`src/rtl/pwm_timer_pkg.sv`:
```
package pwm_timer_pkg;
    typedef enum logic [0:0] {
        ST_HALT = 1'b0,
        ST_RUN  = 1'b1
    } run_state_t;

    localparam logic [1:0] ADDR_CTRL   = 2'd0;
    localparam logic [1:0] ADDR_DIV    = 2'd1;
    localparam logic [1:0] ADDR_PERIOD = 2'd2;
    localparam logic [1:0] ADDR_CMP    = 2'd3;

    localparam int CTRL_RUN_BIT = 0;
    localparam int CTRL_SRC_BIT = 1;
    localparam int CTRL_CLR_BIT = 2;
endpackage

```
`src/rtl/pwm_evt_sync.sv`:
```
module pwm_evt_sync #(
    parameter int STAGES = 2
) (
    input  logic clk,
    input  logic rst_n,
    input  logic evt_in,
    output logic evt_rise
);
    logic [STAGES:0] pipe_q;

    always_ff @(posedge clk or negedge rst_n) begin
        if (!rst_n) begin
            pipe_q <= '0;
        end else begin
            pipe_q <= {pipe_q[STAGES-1:0], evt_in};
        end
    end

    assign evt_rise = pipe_q[STAGES-1] & ~pipe_q[STAGES];
endmodule

```
`src/rtl/pwm_prescaler.sv`:
```
module pwm_prescaler #(
    parameter int PRE_W  = 14,
    parameter int CODE_W = 4
) (
    input  logic              clk,
    input  logic              rst_n,
    input  logic              restart,
    input  logic              active,
    input  logic [CODE_W-1:0] code,
    output logic              tick
);
    logic [PRE_W-1:0] div_q;
    logic [PRE_W-1:0] mask;
    logic             code_ok;

    always_ff @(posedge clk or negedge rst_n) begin
        if (!rst_n) begin
            div_q <= '0;
        end else if (restart) begin
            div_q <= '0;
        end else if (active) begin
            div_q <= div_q + 1'b1;
        end
    end

    always_comb begin
        code_ok = (int'(code) <= PRE_W);
        mask    = (PRE_W'(1) << code) - PRE_W'(1);
        tick    = active && code_ok && ((div_q & mask) == mask);
    end
endmodule

```
`src/rtl/pwm_counter.sv`:
```
module pwm_counter #(
    parameter int CNT_W = 16
) (
    input  logic             clk,
    input  logic             rst_n,
    input  logic             clr,
    input  logic             step,
    input  logic [CNT_W-1:0] period,
    input  logic [CNT_W-1:0] cmp,
    output logic [CNT_W-1:0] cnt,
    output logic             below
);
    always_ff @(posedge clk or negedge rst_n) begin
        if (!rst_n) begin
            cnt <= '0;
        end else if (clr) begin
            cnt <= '0;
        end else if (step) begin
            if (cnt >= period) begin
                cnt <= '0;
            end else begin
                cnt <= cnt + 1'b1;
            end
        end
    end

    assign below = (cnt < cmp);
endmodule

```
`src/rtl/pwm_timer_top.sv`:
```
module pwm_timer_top
    import pwm_timer_pkg::*;
#(
    parameter int CNT_W  = 16,
    parameter int CODE_W = 4,
    parameter int PRE_W  = 14
) (
    input  logic             clk,
    input  logic             rst_n,
    input  logic             wr_en,
    input  logic [1:0]       wr_addr,
    input  logic [CNT_W-1:0] wr_data,
    input  logic             evt_in,
    output logic             pwm_out,
    output logic             pwm_out_n
);
    run_state_t        state_q, state_d;
    logic              running;
    logic              src_q;
    logic [CODE_W-1:0] code_q;
    logic [CNT_W-1:0]  period_q;
    logic [CNT_W-1:0]  cmp_q;
    logic              ctrl_wr;
    logic              go_cmd;
    logic              start;
    logic              clr;
    logic              pre_tick;
    logic              evt_rise;
    logic              step;
    logic [CNT_W-1:0]  cnt;
    logic              below;

    assign ctrl_wr = wr_en && (wr_addr == ADDR_CTRL);
    assign go_cmd  = wr_data[CTRL_RUN_BIT];
    assign clr     = ctrl_wr && wr_data[CTRL_CLR_BIT];
    assign start   = ctrl_wr && go_cmd && (state_q == ST_HALT);

    always_comb begin
        state_d = state_q;
        unique case (state_q)
            ST_HALT: if (ctrl_wr && go_cmd)  state_d = ST_RUN;
            ST_RUN:  if (ctrl_wr && !go_cmd) state_d = ST_HALT;
            default: state_d = ST_HALT;
        endcase
    end

    always_ff @(posedge clk or negedge rst_n) begin
        if (!rst_n) begin
            state_q <= ST_HALT;
        end else begin
            state_q <= state_d;
        end
    end

    always_ff @(posedge clk or negedge rst_n) begin
        if (!rst_n) begin
            src_q    <= 1'b0;
            code_q   <= '0;
            period_q <= '0;
            cmp_q    <= '0;
        end else if (wr_en) begin
            unique case (wr_addr)
                ADDR_CTRL:   if (state_q == ST_HALT) src_q <= wr_data[CTRL_SRC_BIT];
                ADDR_DIV:    if (state_q == ST_HALT) code_q <= wr_data[CODE_W-1:0];
                ADDR_PERIOD: period_q <= wr_data;
                ADDR_CMP:    cmp_q <= wr_data;
                default:     ;
            endcase
        end
    end

    always_comb begin
        running   = 1'b0;
        pwm_out   = 1'b0;
        pwm_out_n = 1'b1;
        unique case (state_q)
            ST_HALT: begin
                running   = 1'b0;
                pwm_out   = 1'b0;
                pwm_out_n = 1'b1;
            end
            ST_RUN: begin
                running   = 1'b1;
                pwm_out   = below;
                pwm_out_n = ~below;
            end
            default: ;
        endcase
    end

    pwm_prescaler #(.PRE_W(PRE_W), .CODE_W(CODE_W)) u_pre (
        .clk(clk), .rst_n(rst_n), .restart(start),
        .active(running), .code(code_q), .tick(pre_tick)
    );

    pwm_evt_sync #(.STAGES(2)) u_sync (
        .clk(clk), .rst_n(rst_n), .evt_in(evt_in), .evt_rise(evt_rise)
    );

    assign step = running && (src_q ? evt_rise : pre_tick);

    pwm_counter #(.CNT_W(CNT_W)) u_cnt (
        .clk(clk), .rst_n(rst_n), .clr(clr), .step(step),
        .period(period_q), .cmp(cmp_q), .cnt(cnt), .below(below)
    );
endmodule

```
`config.mk`:
```
export PLATFORM = sky130hd
export DESIGN_NAME = pwm_timer_top
export DESIGN_NICKNAME = d
export VERILOG_FILES = /design/src/rtl/pwm_timer_pkg.sv /design/src/rtl/pwm_evt_sync.sv /design/src/rtl/pwm_prescaler.sv /design/src/rtl/pwm_counter.sv /design/src/rtl/pwm_timer_top.sv
export SDC_FILE = /design/constraint.sdc
export NUM_CORES = 1
export LEC_CHECK = 0
export BUFFER_PORTS_ARGS = -buffer_cell sky130_fd_sc_hd__buf_4
export CAP_MARGIN = 20
export CORE_ASPECT_RATIO = 0.7
export CORE_MARGIN = 3
export CORE_UTILIZATION = 40
export DETAILED_ROUTE_END_ITERATION = 16
export PLACE_DENSITY = 0.58
export SETUP_SLACK_MARGIN = 0.4
export SYNTH_ARGS = -nofsm -noshare
export SYNTH_HDL_FRONTEND = slang
export SYNTH_SLANG_ARGS = --single-unit
export TNS_END_PERCENT = 10
```
`constraint.sdc`:
```
create_clock -name clk -period 6 [get_ports clk]
set_input_delay 0.3 -clock clk [delete_from_list [all_inputs] [get_ports clk]]
set_output_delay 0.3 -clock clk [all_outputs]
set_load 0.01 [all_outputs]
```
# Yosys cells after proc, flatten, opt, wreduce, memory -nomap -nowiden
# Index checks and enable logic that the tools add are counted.
[word_totals]
rom_bits = 0
ram_bits = 0
memories = 0
regBits = 71
latch_bits = 0
out_inout_bits = 2
[op_classes]
n_mul = 0
div_mod_pow = 0
magnitude_cmp = 3
n_bitwise = 5
shift = 1
n_reduce_logical = 16
mux = 12
n_eq_ne = 4
addsub = 3
[ops]
columns = ["op", "n"]
rows = [
  ["$mux W16", 3],
  ["$mux W14", 2],
  ["$add A16 B1 Y16 const B", 1],
  ["$ge A16 B16 Y1", 1],
  ["$lt A16 B16 Y1", 1],
  ["$add A14 B1 Y14 const B", 1],
  ["$and A14 B14 Y14", 1],
  ["$eq A14 B14 Y1", 1],
  ["$shl A1 B4 Y14 const A", 1],
  ["$sub A14 B2 Y14 const B", 1],
  ["$logic_and A1 B1 Y1", 8],
  ["$pmux W1 S2", 4],
  ["$reduce_and A3 Y1", 2],
  ["$eq A2 B2 Y1 const B", 2],
  ["$le A4 B4 Y1 const B", 1],
  ["$reduce_and A2 Y1", 2],
  ["$reduce_bool A2 Y1", 2],
  ["$mux W1", 3],
  ["$not A1 Y1", 3],
  ["$eq A2 B1 Y1 const B", 1],
  ["$logic_not A2 Y1", 1],
  ["$and A1 B1 Y1", 1],
  ["$logic_not A1 Y1", 1],
]

# Depth between registers and ports, before layout
# Gate-level depths: netlist of the first run.
[logic_depth]
depth_word = 9
depth_mapped = 11
depth_no_buf = 9

# Hierarchy
# A second synthesis of the first run with hierarchy kept.
[hier_totals]
hier_cells = 393
area_unflattened_um2 = 4245.3
[by_module_without_submodules]
columns = ["module", "instances", "cells_per_inst", "area_each_um2", "seq_area_each_um2"]
rows = [
  ["pwm_counter", 1, 196, 1636.6, 400.4],
  ["pwm_timer_top", 1, 89, 1587.8, 950.9],
  ["pwm_prescaler", 1, 104, 932.1, 350.3],
  ["pwm_evt_sync", 1, 4, 88.8, 75.1],
]

# Worst setup path before layout of the first run
# OpenSTA, ideal clock, no wires.
[synth_path]
kind = "register to register"
from = "register code_q[3]"
to = "register u_cnt.cnt[15]"
path_stages_with_launch = 12
t_required_ps = 5872
setup_ps = 128
arrival_time_ps = 2297
path_slack_ps = 3574
path_buffers = 2
path_cell_list = "dfrtp_1 buf_2 nor2_1 nand2_1 ha_1 or3_1 a211oi_2 o41ai_2 a41o_2 buf_6 a31oi_1 o22ai_1"
[synth_via]
elab_chain_len = 8
word_cells_on_any_way = 10
[synth_rtl]
columns = ["item", "line", "source"]
rows = [
  ["start: declaration", "pwm_timer_top.sv:20", "logic [CODE_W-1:0] code_q;"],
  ["start signal: assignment", "pwm_timer_top.sv:64", "ADDR_DIV: if (state_q == ST_HALT) code_q <= wr_data[CODE_W-1:0];"],
  ["$shl A1 B4 Y14", "pwm_prescaler.sv:28", "mask = (PRE_W'(1) << code) - PRE_W'(1);"],
  ["$sub A14 B2 Y14", "pwm_prescaler.sv:28", ""],
  ["$and A14 B14 Y14", "pwm_prescaler.sv:29", "tick = active && code_ok && ((div_q & mask) == mask);"],
  ["$eq A14 B14 Y1", "pwm_prescaler.sv:29", ""],
  ["$logic_and A1 B1 Y1 *", "pwm_prescaler.sv:29", ""],
  ["$mux W1 *", "pwm_timer_top.sv:100", "assign step = running && (src_q ? evt_rise : pre_tick);"],
  ["$logic_and A1 B1 Y1 *", "pwm_timer_top.sv:100", ""],
  ["$reduce_bool A2 Y1 (no source line) *", "-", ""],
  ["end signal: assignment", "pwm_counter.sv:22", "cnt <= cnt + 1'b1;"],
  ["end: declaration", "pwm_counter.sv:10", "output logic [CNT_W-1:0] cnt,"],
]
# Mark *: on every way between the ends. The rest lies on a longest branch, timed or not.
# A chain may end at the register's enable or synchronous reset.

# Worst setup path in the final report of the first run
[layout_path]
from = "register code_q[0]"
to = "register u_cnt.cnt[6]"
# Same word-level chain as after synthesis.

==> results.env, run 1 <==
STATUS='finished clean'
TIMING_WORST_SETUP_PATH_TYPE='reg -> reg'
GRT_REMAINING_OVERFLOW=0
WORST_SETUP_PATH_START_KIND='register'
VIAS=3131
FINAL.PERIOD_UTILIZATION_PCT=46.89
HOLD_BUFFERS=0
TIMING.CRITICAL_PATH.FANOUT_MAX=14
LIBRARY_CELL_USED_AS_CLOCK_ROOT_BUFFER='clkbuf_16'
GRT_START_MAX_NET_PINS=72
CLKTRANSATPATHREGS_PS=60
GRT_PASS1_VIAS=3136
SLEW_VIOL_FINAL=0
DETAILEDPLACE.WORSTSLACK_PS=3224
POST_ROUTE_CELLS_DRIVE_ABOVE_1_SHARE_PCT=19.86
CTS_BUFFERS=9
TOTALNEGATIVESETUPSLACK_PS=0
CTS_REPAIR_RESIZE_COUNT=0
NUMBER_OF_DRC_VIOLATIONS_AFTER_DETAILED_ROUTING=0
NUM_ROWS=30
NUMBER_OF_MAX_CAPACITANCE_VIOLATIONS_REPORTED=0
SYNTHCELLS=409
CLOCK_PATH_BUFFERS=2
FILLERS=920
CORE_MM2=0.009872
DRT_FIRST_PASS_ITERS=4
DR.FIRST_ITER.DRC_COUNT=279
CRIT_PATH_CELL_TRACE='nor2_1 > nand2_1 > ha_1 > nand2_1 > a211oi_2 > o41ai_2 > a41o_2 > o21ai_0 > a32o_1'
DOMINANTREGCELLSYNTH='dfrtp_1'
ROUTED_WIRELENGTH_UM=9469
GRT_SETUP_UNREPAIRED='no'
GRT_PASS1_WL_UM=16210
HOLD_VIOL=0
SYN_AREA_MM2=0.004136
YOSYSSEQAREASHARE_PCT=42.95
YOSYS_WARNINGS=0
POSTLAYOUTCOREUTIL_PCT=47.90
POST-CTS-SETUP-BUFFER-COUNT=0
MAX_CLOCK_FREQ_MHz=355.4
POST-DP-HPWL_UM=6853
CTS.SINK_COUNT=71
HOLD_PATH_CLASS='in -> reg'
CELL_AT_THE_SLOWEST_STAGE_OF_THE_CRITICAL_PATH='o41ai_2'
ANTENNADIODECOUNT=0
SYN2LAYOUT_AREA_GROWTH_PCT=14.31
PLACED_CELLS=550
LAYOUT.NETS=489
YS_FF_LATCH=71
ANT_NETS=0
CTS.HTREE.LEVELS=3
CP_DATA_REQUIRED_TIME_PS=6230
RELSLEWSLACK_PCT=33.28
SETUP_VIOL=0
FF2FF_SETUP_SLACK_PS=3190
CP_TOP_FAMILY='compound AO/OA/AOI/OAI gates'
FINAL_PERIOD_MINUS_WORST_SETUP_SLACK_PS=2814
START_UTIL_PCT=41.90
PLACE_CONGESTION=0.8486
RATIO_OF_TOTAL_POWER_TO_CELL_AREA_mW_PER_MM2=326.5
WORST-PATH-BUF-INV=0
SYN-NUM-NETS=465
WORST_PATH_LARGEST_CELL_DELAY_PS=540
SYNTHESIS.AREA_PER_INSTANCE_UM2=10.11
DIE_WIDTH_UM=127.5
IO_BUFFERS=23
ASYNC_FLOP_SHARE_PCT=100.0
STDCELL_COUNT=566
DIE_AREA_MM2=0.01162
CLK-INSERTION-DELAY-LATE_PS=340
WORSTPATHARRIVAL_PS=3040
SKEW_PS=4.881
ANTENNA_FOUND_INITIAL=0
FINAL_CRITICAL_PATH_SETUP_SLACK_PS=3186
TIGHTEST_SLEW_PS=997.7
DETAIL_ROUTE.VIAS_PER_CELL=5.532
DIE_Y_UM=91.08
WL_PER_CELL_UM=16.73
NETLIST-CELL-TYPE-COUNT=59
CRIT_PATH_FREQUENT_CELL='nand2_1'
SYNTH_EDF_COUNT=0
GRT_USE_TOTAL_PCT=17.62
DESIGN.PORTCOUNT=24
LEAK_nW=2.163
WORSTSETUPENDPOINTTYPE='register'
CTS_TREE='done'
VDD.IR_DROP.WORST_uV=147.0
==> through the flow <==
step	power [mW]	hold slack, ps	instance area [um2]
after floorplan	0.8783	4.409	4136
after global routing	1.642	53.93	4728
after global placement	0.9703	332.9	4415
final	1.544	65.34	4728
after detailed placement	0.9846	338.5	4415
after CTS	1.557	56.99	4728
==> power breakdown <==
part | switching (mW) | internal (mW) | total [mW] | leakage [nW]
combinational | 0.174 | 0.156 | 0.330 | 1.12
clock | 0.208 | 0.361 | 0.569 | 0.155
sequential | 0.0873 | 0.558 | 0.645 | 0.890
==> flip-flops by register name (all words and copies together), names as in the netlist, named ones only <==
register	flops
cmp_q	16
period_q	16
u_cnt.cnt	16
u_pre.div_q	14
code_q	4
u_sync.pipe_q	3
src_q	1
==> cells in the mapped netlist, drive strengths merged (7+ instances only) <==
master	n	share of area, %
nand4	8	1.2
dfrtp	71	43
mux2	35	9.5
o21ai	29	3.7
inv	38	3.4
clkbuf	7	0.64
nor2	13	1.4
a21oi	14	1.7
nand2	36	3.3
nor3	13	1.6
ha	34	10
nand3	27	3.3
a21o	9	1.6
==> per-layer routing <==
metal / vias to the layer above / wire [um] / global-route usage (%)
met5: - / 0 / 0
met4: 0 / 63 / 3.036
met3: 6 / 580 / 5.467
met2: 57 / 3864 / 24.56
met1: 1513 / 4961 / 26.87
li1: 1555 / - / -
==> worst paths after layout <==
check,startpoint,end,cells past startpoint
min in group asynchronous,rst_n,u_pre.div_q[7],1
min,evt_in,u_sync.pipe_q[0],1
max in group asynchronous,rst_n,period_q[9],1
max,code_q[0],u_cnt.cnt[6],9
min reg2reg,u_sync.pipe_q[0],u_sync.pipe_q[1],0
max reg2reg,code_q[0],u_cnt.cnt[6],9
==> placed cells by master (no fill, tap or decap), types with 12 or more instances in the layout <==
cell type / Yosys / final
inv_1: 38 / 38
nand3_1: 27 / 27
a21oi_1: 14 / 14
nor3_1: 13 / 13
buf_4: 1 / 24
nand2_1: 36 / 36
dfrtp_1: 71 / 71
mux2_2: 35 / 35
nor2_1: 12 / 12
ha_1: 34 / 34
o21ai_0: 27 / 27
==> area by class of cell <==
class / instances / area, um2 / area share (%)
multi-input cells: 289 / 2156 / 45.59
flip-flops and latches: 71 / 1777 / 37.58
clock buffers: 9 / 225.2 / 4.763
repair buffers: 24 / 180.2 / 3.811
well taps: 128 / 160.2 / 3.387
inverters: 38 / 142.6 / 3.017
clock inverters: 7 / 87.58 / 1.852
==> logic make-up (layout without fill, tap and decap cells) <==
logic type / count (synthesis) / in the layout / share of synthesized area (%)
buffers and inverters: 49 / 78 / 4.931
AO/OA/AOI/OAI: 96 / 96 / 16.91
AND/OR/NAND/NOR: 123 / 123 / 15.18
adder cells (fa/ha/maj): 34 / 34 / 10.28
multiplexers: 35 / 35 / 9.528
flip-flops: 71 / 71 / 42.95
XOR/XNOR: 1 / 1 / 0.2118
==> worst register-to-register path, stage by stage (launching register included) <==
cell and delay (ps):
dfrtp_1 490, nor2_1 200, nand2_1 100, ha_1 290, nand2_1 140, a211oi_2 90
o41ai_2 540, a41o_2 450, o21ai_0 140, a32o_1 270
Note: power is estimated with default switching activity, not from simulation.
==> run 2: changes to the inputs <==
==> constraint.sdc (replaced) <==
create_clock -name clk -period 2.9 [get_ports clk]
set_input_delay 0.145 -clock clk [delete_from_list [all_inputs] [get_ports clk]]
set_output_delay 0.145 -clock clk [all_outputs]
set_load 0.01 [all_outputs]
==> run 2 against run 1 <==
Die area unchanged. Register-to-register slack worse by 2800 ps. Worst setup slack worse by 2800 ps. Power up 100%. Maximum frequency up 12%. Via count up 3.4%. First-iteration DRC count down 42%. Largest power group unchanged.
==> results.env, run 2 (synthesis gave the netlist of run 1 again) <==
POST-ROUTE-CELL-AREA_MM2=0.004940  # +4.5%
VDD.IR_DROP.WORST_uV=286.5  # +95%
RELSLEWSLACK_PCT=38.68  # +5.4 points
POST-DP-HPWL_UM=6674  # -2.6%
NUMBER_OF_DRC_VIOLATIONS_AFTER_DETAILED_ROUTING=0  # unchanged
FIN_WORST_HOLD_SLACK_PS=58.76  # -6.584 ps
FINAL_PERIOD_MINUS_WORST_SETUP_SLACK_PS=2513  # -300.3 ps
NUMBER_OF_MAX_CAPACITANCE_VIOLATIONS_REPORTED=0  # unchanged
DPL-INSTANCE-AREA_MM2=0.004468  # +1.2%
CORE_MM2=0.009872  # unchanged
CTS_BUFFERS=9  # unchanged
ANT_NETS=0  # unchanged
DESTINATION_OF_THE_WORST_REGISTER_TO_REGISTER_TIMING_PATH='u_cnt.cnt[6]'
TIMING.CRITICAL_PATH.FANOUT_MAX=6  # -8
ROUTED_WIRELENGTH_UM=9691  # +2.3%
DR.FIRST_ITER.DRC_COUNT=161  # -42%
TOTALNEGATIVESETUPSLACK_PS=0  # unchanged
WL_PER_CELL_UM=16.48  # -1.5%
GRT_USE_TOTAL_PCT=17.09  # -0.53 points
LAYOUT_TOP_REGISTERS='cmp_q (16), period_q (16), u_cnt.cnt (16)'
PLACE_CONGESTION=0.9380  # +11%
CP_TOP_FAMILY='compound AO/OA/AOI/OAI gates'
CRIT_PATH_CELL_TRACE='nor2_4 > nand3_2 > ha_4 > or3_1 > a211oi_2 > o41ai_4 > a41oi_4 > buf_6 > nor2_4 > a32o_1'
CRIT-REG2REG-LAUNCH='code_q[2]'
HOLD_VIOL=0  # unchanged
SETUP_VIOL=0  # unchanged
DETAIL_ROUTE.VIAS_PER_CELL=5.509  # -0.42%
SYN2LAYOUT_AREA_GROWTH_PCT=19.42
TIGHTEST_SLEW_PS=919.8  # -77.97 ps
ANTENNA_FOUND_INITIAL=0  # unchanged
GRT_SETUP_UNREPAIRED='yes'
WORST_PATH_LARGEST_CELL_DELAY_PS=450  # -90 ps
SKEW_PS=6.611  # +1.730 ps
POSTLAYOUTCOREUTIL_PCT=50.04  # +2.1 points
ANTENNADIODECOUNT=0  # unchanged
STARTPOINT='code_q[2]'
TOTAL_POWER_mW=3.127  # +100%
TIMING.CRITICAL_PATH.DEPTH=10  # +1
CRIT_PATH_FREQUENT_CELL='nor2_4'
VIAS=3239  # +3.4%
DETAILEDPLACE.WORSTSLACK_PS=233.0  # -2991 ps
STATUS='finished clean'
FINAL_CRITICAL_PATH_SETUP_SLACK_PS=386.8  # -2800 ps
NUM_ROWS=30  # unchanged
SLEW_VIOL_FINAL=0  # unchanged
STDCELL_COUNT=588  # +3.9%
FINAL.PERIOD_UTILIZATION_PCT=86.66  # +40 points
HOLD_PATH_CLASS='in -> reg'
RATIO_OF_TOTAL_POWER_TO_CELL_AREA_mW_PER_MM2=633.0  # +94%
FINAL_COMMON_CELL='dfrtp_1'
CTS.HTREE.LEVELS=3  # unchanged
DESIGN.PORTCOUNT=24  # unchanged
GRT_PASS1_WL_UM=15870  # -2.1%
PLACED_CELLS=557  # +1.3%
CLOCK_PATH_BUFFERS=2  # unchanged
GRT_PASS1_VIAS=3146  # +0.32%
GRT_START_MAX_NET_PINS=72  # unchanged
WORSTPATHARRIVAL_PS=2720  # -320 ps
FF2FF_SETUP_SLACK_PS=390  # -2800 ps
CTS_TREE='done'
LIBRARY_CELL_USED_AS_CLOCK_ROOT_BUFFER='clkbuf_16'
LEAK_nW=2.251  # +4.1%
CP_DATA_REQUIRED_TIME_PS=3110  # -3120 ps
DIE_WIDTH_UM=127.5  # unchanged
GRT_REMAINING_OVERFLOW=0  # unchanged
IO_BUFFERS=23  # unchanged
POST_ROUTE_CELLS_DRIVE_ABOVE_1_SHARE_PCT=25.00  # +5.1 points
DIE_AREA_MM2=0.01162  # unchanged
TIMING_WORST_SETUP_PATH_TYPE='reg -> reg'
START_UTIL_PCT=41.90  # unchanged
DIE_Y_UM=91.08  # unchanged
MAX_CLOCK_FREQ_MHz=397.9  # +12%
DRT_FIRST_PASS_ITERS=4  # unchanged
CLKTRANSATPATHREGS_PS=60  # about the same
WORST_SETUP_PATH_START_KIND='register'
CLK-INSERTION-DELAY-LATE_PS=330  # about the same
CTS.SINK_COUNT=71  # unchanged
LAYOUT.NETS=511  # +4.5%
WORST-PATH-BUF-INV=1  # +1
TIMING.CRITICAL_PATH.TO='u_cnt.cnt[6]'
CELL_AT_THE_SLOWEST_STAGE_OF_THE_CRITICAL_PATH='dfrtp_2'
MOST-COMMON-LAYOUT-CELLS='dfrtp_1 (67), buf_4 (39), inv_1 (37)'
RR_WORST_DEPTH=10  # +1
WORSTSETUPENDPOINTTYPE='register'
==> run 2: changes by cell type in the layout (fill, tap and decap cells not counted), moves of 2 or more <==
cell,before,now
buf_4,24,39
clkbuf_1,0,6
dfrtp_1,71,67
dfrtp_2,0,4
buf_6,0,3
clkinv_2,4,1
o21ai_0,27,24
bufinv_16,2,0
dlygate4sd3_1,0,2
nor2_1,12,10
nor2_4,1,3
o21ai_1,0,2
==> run 2: per-layer routing <==
metal	track usage, %	routed length, um	up-vias
met5	0	0	-
met4	5.714	153	0
met3	5.350	488	14
met2	23.07	4007	73
met1	25.51	5041	1551
li1	-	-	1601
==> run 2: worst min-delay path by stage <==
stage | from | end | slack [ps] | depth (start not counted)
finish | wr_data[12] | cmp_q[12] | 60 | 2
global route | wr_data[5] | cmp_q[5] | 50 | 2
detailed placement | evt_in | u_sync.pipe_q[0] | 260 | 1
floorplan | rst_n | async pin | -150 | 0
CTS | wr_data[5] | period_q[5] | 50 | 2
global placement | evt_in | u_sync.pipe_q[0] | 260 | 1
==> run 2: report_power, final <==
group / switching (mW) / total [mW] / internal, mW / leakage (nW)
combinational: 0.434 / 0.836 / 0.402 / 1.24
clock: 0.379 / 0.958 / 0.579 / 0.122
sequential: 0.173 / 1.33 / 1.16 / 0.886
==> run 2: cell type report <==
cell class / count / area (um2)
Fill cell: 904 / 4932
Timing Repair Buffer: 44 / 346.6
Clock buffer: 15 / 247.7
Multi-Input combinational cell: 291 / 2253
Tap cell: 128 / 160.2
Clock inverter: 1 / 5.005
Inverter: 38 / 145.1
Sequential cell: 71 / 1782
==> run 2: timing repair <==
| action | CTS | global route |
|---|---|---|
| setup buffers | 4 | 7 |
| endpoints found under the hold margin | 12 | 0 |
| gates resized for setup | 14 | 14 |
| hold buffers | 2 | 0 |
| cloned | 2 | 0 |
| setup endpoints to repair | 16 | 17 |
| pin swaps | 4 | 3 |
==> run 2: worst register-to-register path, cell delays in order (launching register included) <==
cell	delay, ps
dfrtp_2	450
nor2_4	150
nand3_2	110
ha_4	190
or3_1	320
a211oi_2	290
o41ai_4	120
a41oi_4	340
buf_6	150
nor2_4	50
a32o_1	220
